<file path="config.mk">
export PLATFORM = sky130hd
export DESIGN_NAME = ckey_compositor
export DESIGN_NICKNAME = d
export VERILOG_FILES = /design/src/rtl/ckey_pkg.sv /design/src/rtl/ckey_regs.sv /design/src/rtl/ckey_match.sv /design/src/rtl/ckey_compositor.sv
export SDC_FILE = /design/constraint.sdc
export NUM_CORES = 1
export LEC_CHECK = 0
export ABC_AREA = 0
export BUFFER_PORTS_ARGS = -buffer_cell sky130_fd_sc_hd__buf_2
export CAP_MARGIN = 20
export CORE_MARGIN = 8
export CORE_UTILIZATION = 53
export CTS_BUF_LIST = sky130_fd_sc_hd__clkbuf_4
export CTS_CLUSTER_SIZE = 25
export DETAILED_ROUTE_END_ITERATION = 8
export GPL_TIMING_DRIVEN = 0
export PLACE_DENSITY = 0.76
export SLEW_MARGIN = 10
export SYNTH_ARGS = -nofsm -noshare
export SYNTH_HDL_FRONTEND = slang
export SYNTH_HIERARCHICAL = 1
export SYNTH_SLANG_ARGS = --single-unit
</file>
<file path="constraint.sdc">
create_clock -name clk -period 3.15 [get_ports clk]
set_clock_uncertainty 0.15 [all_clocks]
set_input_delay 0.315 -clock clk [delete_from_list [all_inputs] [get_ports clk]]
set_output_delay 0.315 -clock clk [all_outputs]
set_load 0.02 [all_outputs]
</file>
<file path="src/rtl/ckey_pkg.sv">
package ckey_pkg;
    localparam logic [1:0] ADDR_LO   = 2'd0;
    localparam logic [1:0] ADDR_HI   = 2'd1;
    localparam logic [1:0] ADDR_MASK = 2'd2;
    localparam logic [1:0] ADDR_MODE = 2'd3;

    localparam int FLAG_OFF = 0;
    localparam int FLAG_DST = 1;
    localparam int FLAG_SRC = 2;

    typedef enum logic [1:0] {
        KM_OFF = 2'd0,
        KM_DST = 2'd1,
        KM_SRC = 2'd2
    } key_mode_e;
endpackage

</file>
<file path="src/rtl/ckey_regs.sv">
module ckey_regs
    import ckey_pkg::*;
#(
    parameter int PIX_W = 32,
    parameter int N_CH  = 4
) (
    input  logic             clk,
    input  logic             rst_n,
    input  logic             cfg_we,
    input  logic [1:0]       cfg_addr,
    input  logic [PIX_W-1:0] cfg_wdata,
    output logic [PIX_W-1:0] cfg_rdata,
    input  logic             frame_start,
    output logic [PIX_W-1:0] act_lo,
    output logic [PIX_W-1:0] act_hi,
    output logic [N_CH-1:0]  act_mask,
    output key_mode_e        act_mode,
    output key_mode_e        shd_mode
);
    typedef struct packed {
        logic [PIX_W-1:0] lo;
        logic [PIX_W-1:0] hi;
        logic [N_CH-1:0]  mask;
        key_mode_e        mode;
    } key_set_t;

    typedef struct packed {
        key_set_t shd;
        key_set_t act;
    } regs_t;

    regs_t st_d, st_q;

    always_comb begin
        st_d = st_q;
        if (cfg_we) begin
            case (cfg_addr)
                ADDR_LO:   st_d.shd.lo   = cfg_wdata;
                ADDR_HI:   st_d.shd.hi   = cfg_wdata;
                ADDR_MASK: st_d.shd.mask = cfg_wdata[N_CH-1:0];
                default: begin
                    // both keying flags at once: reject, keep mode
                    if (!(cfg_wdata[FLAG_DST] && cfg_wdata[FLAG_SRC])) begin
                        st_d.shd.mode = KM_OFF;
                        if (cfg_wdata[FLAG_DST])
                            st_d.shd.mode = KM_DST;
                        else if (cfg_wdata[FLAG_SRC])
                            st_d.shd.mode = KM_SRC;
                    end
                end
            endcase
        end
        if (frame_start)
            st_d.act = st_q.shd;
    end

    always_ff @(posedge clk) begin
        if (!rst_n) st_q <= '0;
        else        st_q <= st_d;
    end

    always_comb begin
        cfg_rdata = '0;
        case (cfg_addr)
            ADDR_LO:   cfg_rdata = st_q.shd.lo;
            ADDR_HI:   cfg_rdata = st_q.shd.hi;
            ADDR_MASK: cfg_rdata = {{(PIX_W-N_CH){1'b0}}, st_q.shd.mask};
            default: begin
                case (st_q.shd.mode)
                    KM_DST:  cfg_rdata[FLAG_DST] = 1'b1;
                    KM_SRC:  cfg_rdata[FLAG_SRC] = 1'b1;
                    default: cfg_rdata[FLAG_OFF] = 1'b1;
                endcase
            end
        endcase
    end

    assign act_lo   = st_q.act.lo;
    assign act_hi   = st_q.act.hi;
    assign act_mask = st_q.act.mask;
    assign act_mode = st_q.act.mode;
    assign shd_mode = st_q.shd.mode;
endmodule

</file>
<file path="src/rtl/ckey_match.sv">
module ckey_match #(
    parameter int CH_W = 8,
    parameter int N_CH = 4,
    localparam int PIX_W = CH_W * N_CH
) (
    input  logic [PIX_W-1:0] px,
    input  logic [PIX_W-1:0] lo,
    input  logic [PIX_W-1:0] hi,
    input  logic [N_CH-1:0]  mask,
    input  logic             use_range,
    output logic             hit
);
    logic [N_CH-1:0] ch_ok;

    for (genvar i = 0; i < N_CH; i++) begin : g_ch
        logic [CH_W-1:0] c, l, h;
        logic            eq_ok, rng_ok;
        assign c      = px[i*CH_W +: CH_W];
        assign l      = lo[i*CH_W +: CH_W];
        assign h      = hi[i*CH_W +: CH_W];
        assign eq_ok  = (c == l);
        assign rng_ok = (c >= l) && (c <= h);
        assign ch_ok[i] = !mask[i] || (use_range ? rng_ok : eq_ok);
    end

    assign hit = &ch_ok;
endmodule

</file>
<file path="src/rtl/ckey_compositor.sv">
module ckey_compositor
    import ckey_pkg::*;
#(
    parameter int CH_W = 8,
    parameter int N_CH = 4,
    localparam int PIX_W = CH_W * N_CH
) (
    input  logic             clk,
    input  logic             rst_n,
    input  logic             cfg_we,
    input  logic [1:0]       cfg_addr,
    input  logic [PIX_W-1:0] cfg_wdata,
    output logic [PIX_W-1:0] cfg_rdata,
    input  logic             frame_start,
    input  logic             surf_rgb,
    input  logic             in_valid,
    input  logic [PIX_W-1:0] prim_px,
    input  logic [PIX_W-1:0] ovl_px,
    output logic             out_valid,
    output logic [PIX_W-1:0] out_px
);
    logic [PIX_W-1:0] act_lo, act_hi;
    logic [N_CH-1:0]  act_mask;
    key_mode_e        act_mode, shd_mode;
    logic             ovl_hit, prim_hit;

    ckey_regs #(.PIX_W(PIX_W), .N_CH(N_CH)) u_regs (
        .clk(clk), .rst_n(rst_n),
        .cfg_we(cfg_we), .cfg_addr(cfg_addr), .cfg_wdata(cfg_wdata),
        .cfg_rdata(cfg_rdata), .frame_start(frame_start),
        .act_lo(act_lo), .act_hi(act_hi), .act_mask(act_mask),
        .act_mode(act_mode), .shd_mode(shd_mode)
    );

    ckey_match #(.CH_W(CH_W), .N_CH(N_CH)) u_ovl_match (
        .px(ovl_px), .lo(act_lo), .hi(act_hi), .mask(act_mask),
        .use_range(!surf_rgb), .hit(ovl_hit)
    );

    ckey_match #(.CH_W(CH_W), .N_CH(N_CH)) u_prim_match (
        .px(prim_px), .lo(act_lo), .hi(act_hi), .mask(act_mask),
        .use_range(1'b0), .hit(prim_hit)
    );

    typedef struct packed {
        logic             vld;
        logic [PIX_W-1:0] px;
    } pipe_t;

    pipe_t pp_d, pp_q;

    always_comb begin
        pp_d     = pp_q;
        pp_d.vld = in_valid;
        if (in_valid) begin
            case (act_mode)
                KM_DST:  pp_d.px = prim_hit ? ovl_px : prim_px;
                KM_SRC:  pp_d.px = ovl_hit ? prim_px : ovl_px;
                default: pp_d.px = ovl_px;
            endcase
        end
    end

    always_ff @(posedge clk) begin
        if (!rst_n) pp_q <= '0;
        else        pp_q <= pp_d;
    end

    assign out_valid = pp_q.vld;
    assign out_px    = pp_q.px;
endmodule

</file>
==> results.ini <==
[cts]
cts_setup_buffers=0
worstSkewPairLatency_ps=580
cts_made_buffers=17
cts_sinks=173
cts_tree=done
cts_buffer_depth=2
clk_pin_slew_worst_paths_ps=170
cts.root.buffer_cell=clkbuf_4
h-tree-depth=4

[floorplan]
die_y_um=163
start_util=0.532
ios=169
dieWidth_um=163
core.rowCount=54
dieArea_um2=26600
core_area_um2=21600

[routing]
routed_wl_um=33400
drt-initial-drc-count=923
viasPerCell=5.41
routedWlPerCell_um=17.4
drc=0
postRouteAntennaNets=0
firstDrtPassIters=5
vias=10374

[placement]
numPortBuffers=166
gp_congestion=0.921
place_hpwl_um=26600

[setup_path]
ff2ff_setup_slack_ps=160
cp-endpoint=out_px[16]$_SDFFE_PN0P_
worst_path_max_delay_cell=dfxtp_1
end_kind=register
crit_type=reg -> reg
cp_num_cells=14
path_buf_inv=4
worst-r2r-cell-count=14
critical_path.startpoint=u_regs/act_lo[3]$_SDFFE_PN0P_
crit_path_max_fanout=10
r2r-end=out_px[16]$_SDFFE_PN0P_
worst_path_most_repeated_cell=buf_4
cpPeakStageDelay_ps=370
path_cells=buf_4, inv_1, ha_1, and4_1, a211oi_1, a211o_1, nand3_1, nand4_1, nor4_4, nor2b_1, buf_2, buf_4, o31ai_1, a31oi_1
crit_arrival_ps=3310
required_ps=3470
timing.critical_path.max_delay_family=simple AND/OR/NAND/NOR gates
startpoint_type=register
reg2reg_from=u_regs/act_lo[3]$_SDFFE_PN0P_

[sta]
tightest_slew_ps=739
fin_crit_ps=2990
max_freq_mhz=334
setup_violations=0
finalCritPeriodShare=0.950
slew_viol_final=0
rsz0062_at_grt=false
setup-tns-final_ps=0
finalHoldViolations=0
slew_headroom=0.501

[grt]
grt_usage=0.246
grt_overflow=0
grt_max_degree=19
antenna_found_initial=1
grt_pass1_wl_um=52400
grt_pass1_vias=10311

[power]
power_leakage_uw=0.00624
peakVddDrop_uv=171
powerDensity_nw_per_um2=326

[finish]
register_area_um2=3460
area_growth_pct=21.2
drive_gt1_frac=0.209
multi_input_area_um2=6540
nFillCells=1771
fin_nets=1858
utilization=0.645

[run_status]
status=finished clean

[flow_run]
maxCapViolCount=0

[worst_hold_path]
hold_path.class=in -> reg

[yosys]
netlist_area_um2=11500
yosys_warnings=6
synthCells=1339
syn_area_per_cell_um2=8.56

==> area by class of cell <==
class / count / share of cell area
buffer: 145 / 0.0734
clock inverter: 15 / 0.0104
clock buffer: 17 / 0.00918
sequential: 173 / 0.249
inverter: 130 / 0.0351
timing repair buffer: 259 / 0.127
antenna: 2 / 0.000360
tap: 280 / 0.0252
multi-input combinational: 896 / 0.470
==> per-stage QoR <==
stage	total power, uW	instance area (um^2)	std cells	hold WS (ps)	setup slack (ps)
2_1_floorplan	2900	11500	1344	294	640
3_3_place_gp	3180	12700	1790	308	234
3_5_place_dp	3200	12700	1790	319	203
4_1_cts	4540	13900	1915	2.96	177
5_1_grt	4760	13900	1916	9.75	4.43
6_report	4540	13900	1917	48.5	158
==> routing by layer <==
| layer | vias to the layer above | track usage | share of wire | routed length [um] |
|---|---|---|---|---|
| met5 | - | 0 | 0 | 0 |
| met4 | 0 | 0.0909 | 0.027 | 901 |
| met3 | 67 | 0.0466 | 0.069 | 2290 |
| met2 | 399 | 0.406 | 0.46 | 15200 |
| met1 | 4784 | 0.313 | 0.45 | 14900 |
| li1 | 5124 | - | - | - |
==> worst min-delay path by stage <==
| stage | slack, ps | from | to | depth (start not counted) |
|---|---|---|---|---|
| final | 50 | prim_px[2] | out_px[2]$_SDFFE_PN0P_ | 4 |
| after floorplan | 290 | u_regs/st_q[108]$_SDFFE_PN0P_ | u_regs/st_q[108]$_SDFFE_PN0P_ | 2 |
| after CTS | 3 | prim_px[31] | out_px[31]$_SDFFE_PN0P_ | 4 |
| after detailed placement | 320 | u_regs/st_q[126]$_SDFFE_PN0P_ | u_regs/st_q[126]$_SDFFE_PN0P_ | 2 |
| after global placement | 310 | u_regs/st_q[132]$_SDFFE_PN0P_ | u_regs/st_q[132]$_SDFFE_PN0P_ | 2 |
| after global routing | 10 | prim_px[31] | out_px[31]$_SDFFE_PN0P_ | 4 |
==> worst register-to-register path: stages, from the launching register on <==
cell      delay, ps
dfxtp_1         370
buf_4           120
inv_1            40
ha_1            300
and4_1          230
a211oi_1         70
a211o_1         310
nand3_1         160
nand4_1         160
nor4_4          190
nor2b_1          70
buf_2           160
buf_4           180
o31ai_1         260
a31oi_1         130
==> flip-flops by register name, summed over array words and instances, names as in the netlist <==
signal	cells
u_regs/act_mode	2
u_regs/act_mask	4
u_regs/st_q	68
u_regs/act_lo	32
u_regs/act_hi	32
u_regs/shd_mode	2
out_px	32
out_valid	1
==> placed cells by master (no fill, tap or decap), drive strengths merged, types with 6 or more instances in the layout <==
| master | count |
|---|---|
| buf | 284 |
| inv | 140 |
| nand2 | 120 |
| a21oi | 36 |
| o21ai | 97 |
| nand2b | 8 |
| o211ai | 6 |
| dfxtp | 173 |
| a31oi | 36 |
| nand4 | 30 |
| nor2 | 118 |
| dlygate4sd3 | 93 |
| ha | 132 |
| clkbuf | 44 |
| a21boi | 8 |
| nor2b | 39 |
| o31ai | 32 |
| mux2i | 167 |
| a211oi | 13 |
| nand3 | 12 |
| conb | 6 |
==> power by group <==
group / switching, uW / total (uW) / internal [uW]
clock network: 909 / 1270 / 359
registers: 53.1 / 2320 / 2270
logic: 517 / 950 / 433
total: 1480 / 4540 / 3060
==> timing repair <==
item                                    4_1_cts  5_1_grt
endpoints found under the setup margin        0       27
hold buffers                                 93        0
resized for setup                             0       12
hold endpoints to repair                    102        0
Note: power is estimated with default switching activity, not from simulation.
